<file path="src/rtl/vc_pkg.sv">
package vc_pkg;
  typedef enum logic [1:0] {
    K_FIRST = 2'd0,
    K_RETRY = 2'd1,
    K_DATA  = 2'd2
  } kind_e;

  typedef enum logic [2:0] {
    C_RD    = 3'd0,
    C_WR    = 3'd1,
    C_LOAD  = 3'd2,
    C_STORE = 3'd3,
    C_EXEC  = 3'd4
  } cls_e;

  typedef enum logic [1:0] {
    R_DONE = 2'd0,
    R_BUSY = 2'd1,
    R_INC  = 2'd2,
    R_CANT = 2'd3
  } resp_e;
endpackage

</file>
<file path="src/rtl/vc_regfile.sv">
module vc_regfile #(
  parameter int NREGS = 16,
  parameter int DW    = 32,
  localparam int IW   = $clog2(NREGS)
) (
  input  logic          clk,
  input  logic          rst_n,
  input  logic          we,
  input  logic [IW-1:0] widx,
  input  logic [DW-1:0] wdata,
  input  logic [IW-1:0] ra_idx,
  output logic [DW-1:0] ra_data,
  input  logic [IW-1:0] rb_idx,
  output logic [DW-1:0] rb_data
);
  logic [DW-1:0] rd_arr [NREGS];

  for (genvar g = 0; g < NREGS; g++) begin : g_reg
    logic          en;
    logic [DW-1:0] q;
    assign en = we && (widx == IW'(g));
    always_ff @(posedge clk or negedge rst_n) begin
      if (!rst_n)  q <= '0;
      else if (en) q <= wdata;
    end
    assign rd_arr[g] = q;
  end

  assign ra_data = rd_arr[ra_idx];
  assign rb_data = rd_arr[rb_idx];


  write_lands_chk: assert property (@(posedge clk) disable iff (!rst_n)
    we && (ra_idx == widx) |=> $past(we) && (rd_arr[$past(widx)] == $past(wdata)));
endmodule

</file>
<file path="src/rtl/vc_delay_irq.sv">
module vc_delay_irq #(
  parameter int CW = 32
) (
  input  logic          clk,
  input  logic          rst_n,
  input  logic          arm,
  input  logic [CW-1:0] load_val,
  input  logic          clr,
  output logic          line
);
  logic          armed_q, armed_d;
  logic [CW-1:0] cnt_q, cnt_d;
  logic          line_q, line_d;

  always_comb begin
    armed_d = armed_q;
    cnt_d   = cnt_q;
    line_d  = line_q;
    if (clr) begin
      armed_d = 1'b0;
      line_d  = 1'b0;
    end else if (arm) begin
      if (load_val == '0) begin
        line_d  = 1'b1;
        armed_d = 1'b0;
      end else begin
        armed_d = 1'b1;
        cnt_d   = load_val;
      end
    end else if (armed_q) begin
      if (cnt_q == CW'(1)) begin
        line_d  = 1'b1;
        armed_d = 1'b0;
      end else begin
        cnt_d = cnt_q - CW'(1);
      end
    end
  end

  always_ff @(posedge clk or negedge rst_n) begin
    if (!rst_n) begin
      armed_q <= 1'b0;
      cnt_q   <= '0;
      line_q  <= 1'b0;
    end else begin
      armed_q <= armed_d;
      cnt_q   <= cnt_d;
      line_q  <= line_d;
    end
  end

  assign line = line_q;


  line_hold_chk: assert property (@(posedge clk) disable iff (!rst_n)
    line_q && !clr |=> line_q);

  line_clear_chk: assert property (@(posedge clk) disable iff (!rst_n)
    clr |=> !line_q && !armed_q);

  zero_delay_chk: assert property (@(posedge clk) disable iff (!rst_n)
    arm && !clr && (load_val == '0) |=> line_q);

  count_fire_chk: assert property (@(posedge clk) disable iff (!rst_n)
    armed_q && (cnt_q == CW'(1)) && !clr && !arm |=> line_q);
endmodule

</file>
<file path="src/rtl/vc_ctrl.sv">
module vc_ctrl
  import vc_pkg::*;
#(
  parameter int DW         = 32,
  parameter int CNT_W      = 64,
  parameter int LONG_BEATS = 5,
  parameter int CP_A       = 4,
  parameter int CP_B       = 5,
  parameter int IW         = 4
) (
  input  logic             clk,
  input  logic             rst_n,
  input  logic             valid,
  input  logic [1:0]       kind,
  input  logic [2:0]       cls,
  input  logic [3:0]       cpnum,
  input  logic [31:0]      instr,
  input  logic [DW-1:0]    wr_data,
  input  logic [CNT_W-1:0] now,
  input  logic [DW-1:0]    cnt_val,
  output logic [1:0]       resp,
  output logic [IW-1:0]    ra_idx,
  output logic [IW-1:0]    rb_idx,
  output logic             rd_en,
  output logic             we,
  output logic [IW-1:0]    widx,
  output logic [DW-1:0]    wdata,
  output logic             fiq_arm,
  output logic             fiq_clr,
  output logic             irq_arm,
  output logic             irq_clr
);
  localparam int BW = (LONG_BEATS > 1) ? $clog2(LONG_BEATS) : 1;
  localparam logic [BW-1:0] LAST = BW'(LONG_BEATS - 1);
  localparam logic [3:0] CPA = 4'(CP_A);
  localparam logic [3:0] CPB = 4'(CP_B);

  logic [3:0] op, crn, crd, crm;
  logic       burst, is_a, is_b, first;
  assign op    = instr[23:20];
  assign crn   = instr[19:16];
  assign crd   = instr[15:12];
  assign crm   = instr[3:0];
  assign burst = instr[22];
  assign is_a  = (cpnum == CPA);
  assign is_b  = (cpnum == CPB);
  assign first = (kind == K_FIRST);

  logic unused_bits;
  assign unused_bits = ^{instr[31:24], instr[11:4]};

  logic [BW-1:0]    beat_q, beat_d;
  logic [CNT_W-1:0] finish_q, finish_d;
  logic [CNT_W-1:0] wide_cnt;
  resp_e            resp_d;

  assign wide_cnt = {{(CNT_W-DW){1'b0}}, cnt_val};
  assign rb_idx   = IW'(crm);

  always_comb begin
    resp_d   = R_CANT;
    ra_idx   = IW'(crn);
    rd_en    = 1'b0;
    we       = 1'b0;
    widx     = IW'(crn);
    wdata    = wr_data;
    fiq_arm  = 1'b0;
    fiq_clr  = 1'b0;
    irq_arm  = 1'b0;
    irq_clr  = 1'b0;
    beat_d   = beat_q;
    finish_d = finish_q;
    if (valid) begin
      case (cls)
        C_RD: if (is_a || is_b) begin
          resp_d = R_DONE;
          rd_en  = 1'b1;
        end
        C_WR: if (is_a || is_b) begin
          resp_d = R_DONE;
          we     = 1'b1;
        end
        C_LOAD, C_STORE: if (is_a) begin
          if (kind != K_DATA) begin
            resp_d = R_DONE;
            beat_d = '0;
          end else begin
            ra_idx = IW'(crd);
            widx   = IW'(crd);
            we     = (cls == C_LOAD);
            rd_en  = (cls == C_STORE);
            if (burst && (beat_q != LAST)) begin
              resp_d = R_INC;
              beat_d = beat_q + 1'b1;
            end else begin
              resp_d = R_DONE;
              beat_d = '0;
            end
          end
        end
        C_EXEC: if ((is_a && op == 4'd0) || (is_b && op <= 4'd5)) begin
          case (op)
            4'd0: begin
              if (first) begin
                finish_d = now + wide_cnt;
                resp_d   = (cnt_val == '0) ? R_DONE : R_BUSY;
              end else if (kind == K_RETRY) begin
                resp_d = (now >= finish_q) ? R_DONE : R_BUSY;
              end
            end
            4'd1: begin resp_d = R_DONE; fiq_arm = first; end
            4'd2: begin resp_d = R_DONE; irq_arm = first; end
            4'd3: begin resp_d = R_DONE; fiq_clr = first; end
            4'd4: begin resp_d = R_DONE; irq_clr = first; end
            4'd5: begin
              resp_d = R_DONE;
              we     = first;
              widx   = IW'(crm);
              wdata  = now[DW-1:0];
            end
            default: ;
          endcase
        end
        default: ;
      endcase
    end
  end

  always_ff @(posedge clk or negedge rst_n) begin
    if (!rst_n) begin
      beat_q   <= '0;
      finish_q <= '0;
    end else begin
      beat_q   <= beat_d;
      finish_q <= finish_d;
    end
  end

  assign resp = resp_d;


  beat_range_chk: assert property (@(posedge clk) disable iff (!rst_n)
    beat_q <= LAST);

  inc_step_chk: assert property (@(posedge clk) disable iff (!rst_n)
    valid && (resp == R_INC) |=> beat_q == $past(beat_q) + 1'b1);

  high_op_chk: assert property (@(posedge clk) disable iff (!rst_n)
    valid && (cls == C_EXEC) && is_b && (op > 4'd5) |-> resp == R_CANT);

  wait_done_chk: assert property (@(posedge clk) disable iff (!rst_n)
    valid && (cls == C_EXEC) && (op == 4'd0) && (kind == K_RETRY) && (resp == R_DONE)
      |-> now >= finish_q);

  foreign_chk: assert property (@(posedge clk) disable iff (!rst_n)
    valid && !is_a && !is_b |-> (resp == R_CANT) && !we && !fiq_arm && !irq_arm);
endmodule

</file>
<file path="src/rtl/vcop_top.sv">
module vcop_top
  import vc_pkg::*;
#(
  parameter int NREGS      = 16,
  parameter int DW         = 32,
  parameter int CNT_W      = 64,
  parameter int LONG_BEATS = 5,
  parameter int CP_A       = 4,
  parameter int CP_B       = 5
) (
  input  logic          clk,
  input  logic          rst_n,
  input  logic          cp_valid,
  input  logic [1:0]    cp_kind,
  input  logic [2:0]    cp_class,
  input  logic [3:0]    cp_num,
  input  logic [31:0]   cp_instr,
  input  logic [DW-1:0] cp_wdata,
  output logic [1:0]    cp_resp,
  output logic [DW-1:0] cp_rdata,
  output logic          fiq,
  output logic          irq
);
  localparam int IW = $clog2(NREGS);

  logic [CNT_W-1:0] cyc_q, cyc_d;
  assign cyc_d = cyc_q + CNT_W'(1);
  always_ff @(posedge clk or negedge rst_n) begin
    if (!rst_n) cyc_q <= '0;
    else        cyc_q <= cyc_d;
  end

  logic [IW-1:0] ra_idx, rb_idx, widx;
  logic [DW-1:0] ra_data, rb_data, wdata;
  logic          rd_en, we;
  logic [1:0]    arm_v, clr_v, line_v;

  vc_ctrl #(
    .DW(DW), .CNT_W(CNT_W), .LONG_BEATS(LONG_BEATS),
    .CP_A(CP_A), .CP_B(CP_B), .IW(IW)
  ) i_ctrl (
    .clk(clk), .rst_n(rst_n),
    .valid(cp_valid), .kind(cp_kind), .cls(cp_class), .cpnum(cp_num),
    .instr(cp_instr), .wr_data(cp_wdata), .now(cyc_q), .cnt_val(rb_data),
    .resp(cp_resp), .ra_idx(ra_idx), .rb_idx(rb_idx), .rd_en(rd_en),
    .we(we), .widx(widx), .wdata(wdata),
    .fiq_arm(arm_v[0]), .fiq_clr(clr_v[0]),
    .irq_arm(arm_v[1]), .irq_clr(clr_v[1])
  );

  vc_regfile #(.NREGS(NREGS), .DW(DW)) i_regs (
    .clk(clk), .rst_n(rst_n), .we(we), .widx(widx), .wdata(wdata),
    .ra_idx(ra_idx), .ra_data(ra_data), .rb_idx(rb_idx), .rb_data(rb_data)
  );

  for (genvar g = 0; g < 2; g++) begin : g_line
    vc_delay_irq #(.CW(DW)) i_dly (
      .clk(clk), .rst_n(rst_n), .arm(arm_v[g]), .load_val(rb_data),
      .clr(clr_v[g]), .line(line_v[g])
    );
  end

  assign fiq      = line_v[0];
  assign irq      = line_v[1];
  assign cp_rdata = rd_en ? ra_data : '0;


  counter_step_chk: assert property (@(posedge clk) disable iff (!rst_n)
    1'b1 |=> cyc_q == $past(cyc_q) + CNT_W'(1));
endmodule

</file>
<file path="config.mk">
export PLATFORM = sky130hd
export DESIGN_NAME = vcop_top
export DESIGN_NICKNAME = d
export VERILOG_FILES = /design/src/rtl/vc_pkg.sv /design/src/rtl/vc_regfile.sv /design/src/rtl/vc_delay_irq.sv /design/src/rtl/vc_ctrl.sv /design/src/rtl/vcop_top.sv
export SDC_FILE = /design/constraint.sdc
export NUM_CORES = 2
export LEC_CHECK = 0
export ABC_CLOCK_PERIOD_IN_PS = 4000
export BUFFER_PORTS_ARGS = -buffer_cell sky130_fd_sc_hd__clkbuf_2
export CORE_MARGIN = 2
export CORE_UTILIZATION = 58
export CTS_BUF_LIST = sky130_fd_sc_hd__clkbuf_16
export DETAILED_ROUTE_END_ITERATION = 6
export PLACE_DENSITY = 0.78
export SYNTH_ARGS = -nofsm -noshare
export SYNTH_HDL_FRONTEND = slang
export SYNTH_HIERARCHICAL = 1
export SYNTH_SLANG_ARGS = --single-unit
</file>
<file path="constraint.sdc">
create_clock -name clk -period 4 [get_ports clk]
set_clock_uncertainty 0.15 [all_clocks]
set_input_delay 0.4 -clock clk [delete_from_list [all_inputs] [get_ports clk]]
set_output_delay 0.4 -clock clk [all_outputs]
set_load 0.02 [all_outputs]
</file>
# Word level (Yosys, flattened, before mapping)
# Index checks and enable logic that the tools add are counted.
[classes]
add_sub_neg = 5
order_cmp = 4
eq_ne = 37
mux = 85
n_bitwise = 4
reduce_logical = 41
[ops]
columns = ["cell", "n"]
rows = [
  ["$mux W32", 16],
  ["$bmux W32 S4", 2],
  ["$add A64 B1 Y64 const B", 1],
  ["$add A64 B32 Y64", 1],
  ["$eq A32 B1 Y1 const B", 2],
  ["$ge A64 B64 Y1", 1],
  ["$sub A32 B1 Y32 const B", 2],
  ["$mux W1", 45],
  ["$eq A4 B3 Y1 const B", 8],
  ["$eq A4 B4 Y1 const B", 8],
  ["$logic_not A32 Y1", 1],
  ["$mux W4", 7],
  ["$logic_and A1 B1 Y1", 19],
  ["$eq A4 B2 Y1 const B", 4],
  ["$mux W2", 8],
  ["$reduce_bool A3 Y1", 4],
  ["$ge A5 B5 Y1 const B", 2],
  ["$not A4 Y5", 2],
  ["$ne A3 B3 Y1 const B", 3],
  ["$reduce_and A3 Y1", 3],
  ["$eq A4 B1 Y1 const B", 2],
  ["$logic_not A4 Y1", 2],
  ["$pmux W4 S2", 1],
  ["$reduce_and A4 Y1", 2],
  ["other kinds (21)", 30],
]
[totals]
ff_bits = 711
wordCells = 201

# Logic depth before layout (Yosys ltp)
[logic_depth]
depth_word = 11
mapped_depth = 19
ltp_nobuf = 15

# Modules after synthesis
# The synthesis kept the hierarchy.
[modules_own_cells]
columns = ["mod", "n_inst", "cells_per_inst", "area_per_inst_um2"]
rows = [
  ["vc_regfile", 1, 1676, 26461.6],
  ["vc_ctrl", 1, 919, 7334.5],
  ["vc_delay_irq", 2, 310, 2492.4],
  ["vcop_top", 1, 302, 3144.3],
]

# Worst setup path after synthesis
# Ideal clock, no wire load.
[synth_timing]
path_kind = "input-to-reg"
startpoint = "in cp_instr[0]"
endpoint = "reg i_ctrl.finish_q[42]"
arrival_time_ns = 3.911
t_required_ns = 3.718
path_slack_ns = -0.193
path_stages = 18
path_buffers = 5
cell_sequence = "buf_4 -> clkbuf_1 -> buf_2 -> mux4_2 -> a22oi_1 -> nand2_1 -> ha_1 -> buf_6 -> a21o_1 -> a221o_1 -> a21boi_2 -> o22ai_2 -> or3_4 -> nand3_4 -> buf_8 -> nor2_1 -> xnor2_1 -> o21ai_1"
[synth_via]
elab_chain_cells = 5
[synth_rtl]
columns = ["element", "line_no", "source"]
rows = [
  ["start, declared", "vcop_top.sv:17", "input logic [31:0] cp_instr,"],
  ["$not A4 Y5 (implied by the code)", "vc_regfile.sv:30", "assign rb_data = rd_arr[rb_idx];"],
  ["$bmux W32 S4", "vc_regfile.sv:30", ""],
  ["$mux W32 (implied by the code) (2 in series)", "vc_regfile.sv:30", ""],
  ["via rb_data[7]", "vcop_top.sv:34", "logic [DW-1:0] ra_data, rb_data, wdata;"],
  ["$add A64 B32 Y64", "vc_ctrl.sv:105", "finish_d = now + wide_cnt;"],
  ["end signal, assigned", "vc_ctrl.sv:135", "finish_q <= finish_d;"],
  ["end, declared", "vc_ctrl.sv:53", "logic [CNT_W-1:0] finish_q, finish_d;"],
]
# The timed path passes the listed nets, and every way through them passes these cells. The select of a mux whose other input is x is not followed.
# A chain may end at the register's enable or synchronous reset.

# Worst setup path in the final report
[layout_timing]
startpoint = "reg i_regs.g_reg[11].q[25]"
endpoint = "out cp_resp[0]"
[layout_via]
elab_chain_cells = 10
[layout_rtl]
columns = ["element", "line_no", "source"]
rows = [
  ["start, declared", "vc_regfile.sv:20", "logic [DW-1:0] q;"],
  ["start signal, assigned", "vc_regfile.sv:24", "else if (en) q <= wdata;"],
  ["$bmux W32 S4", "vc_regfile.sv:30", ""],
  ["$mux W32 (implied by the code) (2 in series)", "vc_regfile.sv:30", ""],
  ["via rb_data[25]", "vcop_top.sv:34", ""],
  ["$logic_not A32 Y1", "vc_ctrl.sv:106", "resp_d = (cnt_val == '0) ? R_DONE : R_BUSY;"],
  ["$mux W1", "vc_ctrl.sv:106", ""],
  ["$mux W2", "vc_ctrl.sv:104", "if (first) begin"],
  ["$pmux W2 S2", "vc_ctrl.sv:102", "case (op)"],
  ["$mux W2", "vc_ctrl.sv:101", "C_EXEC: if ((is_a && op == 4'd0) || (is_b && op <= 4'd5)) begin"],
  ["$pmux W2 S3", "vc_ctrl.sv:74", "case (cls)"],
  ["$mux W2", "vc_ctrl.sv:73", "if (valid) begin"],
  ["end, declared", "vcop_top.sv:19", "output logic [1:0] cp_resp,"],
]
# The timed path passes the listed nets, and every way through them passes these cells. The select of a mux whose other input is x is not followed.

==> key figures <==
Power
  • P_int: 0.0121 W
  • Pwr/cell area: 321 nW/um2
  • Logic pwr share: 8.5%
  • Flop pwr share: 45.5%
  • Total power: 0.0162 W
  • Psw: 0.00415 W
  • VDD IR max: 0.301 mV
  • Pleak: 23.5 nW
  • Clk pwr share: 46.0%
  • Sw frac: 25.6%

Clock tree
  • Clock Sinks: 711
  • Total CTS buffers: 77
  • Worst-case clock buffer depth: 3
  • Clock slew at reported path FFs: 0.06 ns
  • CTS tree: done
  • Clk_lat worst skew: 0.68 ns
  • Htree depth: 3
  • Clk root buf: clkbuf_16

Synthesis
  • Sequential-to-total area share from yosys stat: 42.4%
  • Yosys reg bits: 711
  • Count of cell types in the netlist: 97
  • Top FF cell, synth: dfrtp_1
  • Synth Instances: 3517
  • Syn nets: 3697
  • Synth Warn #: 6
  • Synth Cell Area: 41900 um2
  • Post-synth EDFFs: 0
  • Post-synthesis async set-or-reset flop share: 100%
  • Syn Area/Cell: 11.9 um2

Drt
  • Starting DRT DRC Count: 4580
  • Final wirelength: 143000 um
  • Routed Antenna Nets: 0
  • Post-DR vias/cell: 7.05
  • Per-cell routed wire length: 29.3 um
  • Drt pass-1 iters: 6
  • DRC viols: 0
  • Routed via count: 34300

Floorplanning
  • Die area: 74500 um2
  • Core area: 71500 um2
  • Die Y: 273 um
  • Die span in x: 273 um
  • Site Rows: 98
  • Initial Utilization: 58.6%
  • Top Ports: 112

Setup path
  • CP delay by family, top: simple AND/OR/NAND/NOR gates
  • Critical Path RT: 3.45 ns
  • Crit Path Class: flop to output pin
  • Bufs and invs on worst path: 3
  • Worst Setup End Kind: output pin
  • Worst-path fanout max: 3
  • Slowest cell on crit path: mux4_2
  • Worst-path cell chain: mux4_2 > a22oi_2 > nand2_1 > buf_12 > nor4_1 > nand4_1 > buf_6 > o311ai_4 > o211ai_1 > nor4_2 > a21oi_4 > buf_8
  • Worst path max stage delay: 0.51 ns
  • CP arrival: 3.84 ns
  • Startpoint Class: flop

Cells and area
  • Commonest non-fill, non-tap cell in the layout: dfrtp_1
  • Layout Nets: 4039
  • Fraction of layout cells with a size suffix above 1: 41.7%
  • Area growth syn-to-layout: 20.6%
  • Commonest non-fill, non-tap cells in the layout: dfrtp_1, mux2_2, buf_4
  • Multi-input gate area: 23600 um2
  • Sequential cell area: 17800 um2
  • Non-filler instance count after layout: 4873
  • FILL cells: 4498

Place
  • HPWL after DPL: 84000 um
  • Dpl cells: 4665
  • Setup WS pre-CTS: -0.641 ns
  • Final GP Congestion: 1.01
  • # port buffers: 95

Status
  • Status: finished with violations
  • Failing checks: setup timing

STA
  • Finish-stage setup viols: 27
  • RSZ-0062 raised after global routing: true
  • Setup slack after layout: -0.392 ns
  • Post-route minimum period: 4.39 ns
  • F_max: 0.228 GHz
  • Least-Margin Pin Slew: 0.807 ns
  • Final Slew Violations: 0
  • Final-report hold violation count: 0
  • Setup TNS: -1.82 ns
  • Final period utilization: 110%
  • Relative slew slack: 45.8%

Global routing
  • Largest net degree at the start of global routing: 95
  • Vias in the first global route: 34500
  • Total Routing Usage GR: 36.1%
  • Overflow after GRT: 0
  • First-pass GRT wire length: 205000 um
  • Initial antenna violation count: 4

Run
  • Max-Cap Viols: 0

Min path
  • Hold crit path type: primary input to flop
final cells by class:
cell class	count	area share (%)
multi-input combinational	2465	46.7
sequential	711	35.2
timing repair buffer	513	9.92
clock buffer	78	3.86
tap	950	2.35
clock inverter	64	1.33
inverter	91	0.681
antenna	1	0.00495
through the flow:
stage / cell area (um2) / hold WS, ns / util [%]
after CTS: 49700 / 0.0300 / 69.5
final: 50600 / 0.0873 / 70.7
after detailed placement: 46400 / 0.318 / 64.9
after global routing: 50500 / 0.0807 / 70.7
after global placement: 46400 / 0.302 / 64.9
after floorplan: 42000 / -0.0456 / -
worst reg2reg max path, delay by kind of cell (launching register included):
family                   cells  cell delay [ns]
AND/OR/NAND/NOR              5             0.93
buffers and inverters        5             0.51
adder cells (fa/ha/maj)      1             0.21
AO/OA/AOI/OAI                5             1.09
multiplexers                 1             0.51
XOR/XNOR                     1             0.16
flip-flops                   1             0.40
synthesized netlist by cell type (9+ instances only):
cell | instances | share of area, %
mux4_2 | 256 | 14
and4_1 | 11 | 0.23
ha_1 | 103 | 3.1
nor4_1 | 58 | 0.87
nand2b_1 | 13 | 0.19
buf_4 | 9 | 0.16
nor3b_1 | 15 | 0.27
mux2_2 | 543 | 15
a22oi_1 | 130 | 2.3
and3_1 | 23 | 0.34
buf_2 | 83 | 0.99
nor2_1 | 149 | 1.3
nor3_1 | 49 | 0.58
nor2b_1 | 16 | 0.24
a211oi_1 | 9 | 0.16
dfrtp_1 | 711 | 42
mux2i_1 | 10 | 0.24
a21oi_1 | 95 | 1.1
and2_1 | 47 | 0.70
nand3_1 | 95 | 1.1
nand4_1 | 63 | 0.94
mux2_1 | 9 | 0.24
a31oi_1 | 21 | 0.31
inv_1 | 89 | 0.80
o22ai_1 | 20 | 0.30
xor2_1 | 74 | 1.5
a21o_1 | 48 | 0.86
clkbuf_1 | 146 | 1.3
o21ai_1 | 33 | 0.39
or4_1 | 9 | 0.16
nand2_1 | 269 | 2.4
xnor2_1 | 47 | 0.98
o21ai_0 | 97 | 1.2
layer usage:
metal  vias up  routed length (um)  track usage [%]
li1      14000                   -                -
met1     17000               49200             45.2
met2      2532               65100             56.4
met3       850               17800             9.30
met4         8               10700             22.7
met5         -                 151                0
power by group through the flow:
stage	clock (W)	sequential [W]	combinational, W
3_5_place_dp	0	0.00749	0.00118
2_1_floorplan	0	0.00747	0.000591
4_1_cts	0.00742	0.00737	0.00127
6_report	0.00746	0.00738	0.00137
3_3_place_gp	0	0.00748	0.00116
5_1_grt	0.00779	0.00738	0.00142
registers in the layout, summed over array words and instances (netlist names):
signal and flops:
i_ctrl/finish_q 64, i_regs/g.q 512, g_line.i_dly/line 2, cyc_q 64
i_ctrl/beat_q 3, g_line.i_dly/cnt_q 64, g_line.i_dly/armed_q 2
final timing paths:
kind / startpoint / slack, ns / cells after the start / end
max in group asynchronous: rst_n / 2.34 / 3 / i_regs/g_reg[1].q[11]
min: cp_kind[1] / 0.09 / 3 / i_ctrl/beat_q[1]
min in group asynchronous: rst_n / 0.24 / 2 / i_regs/g_reg[13].q[2]
min reg2reg: i_ctrl/finish_q[2] / 0.33 / 2 / i_ctrl/finish_q[2]
max reg2reg: i_regs/g_reg[7].q[1] / -0.14 / 18 / i_ctrl/finish_q[62]
max: i_regs/g_reg[11].q[25] / -0.39 / 12 / cp_resp[0]
cells by family (layout without fill, tap and decap cells):
kind of cell,count (synthesis),in the layout,share of synthesized area [%]
flops,711,711,42.4
mux,818,818,28.8
simple gates,879,880,11.0
compound gates,541,541,8.61
other cells,0,1,0
fa+ha+maj,104,104,3.12
buf+inv,342,746,3.49
xor+xnor,122,122,2.57
repair_timing:
| action | 4_1_cts | 5_1_grt |
|---|---|---|
| pin swaps | 23 | 81 |
| hold buffers | 1 | 0 |
| setup buffers | 29 | 31 |
| hold endpoints to repair | 71 | 0 |
| gates cloned | 7 | 4 |
| setup endpoints to repair | 41 | 73 |
| resized for setup | 68 | 139 |
Power figures use the tool's default switching activity.
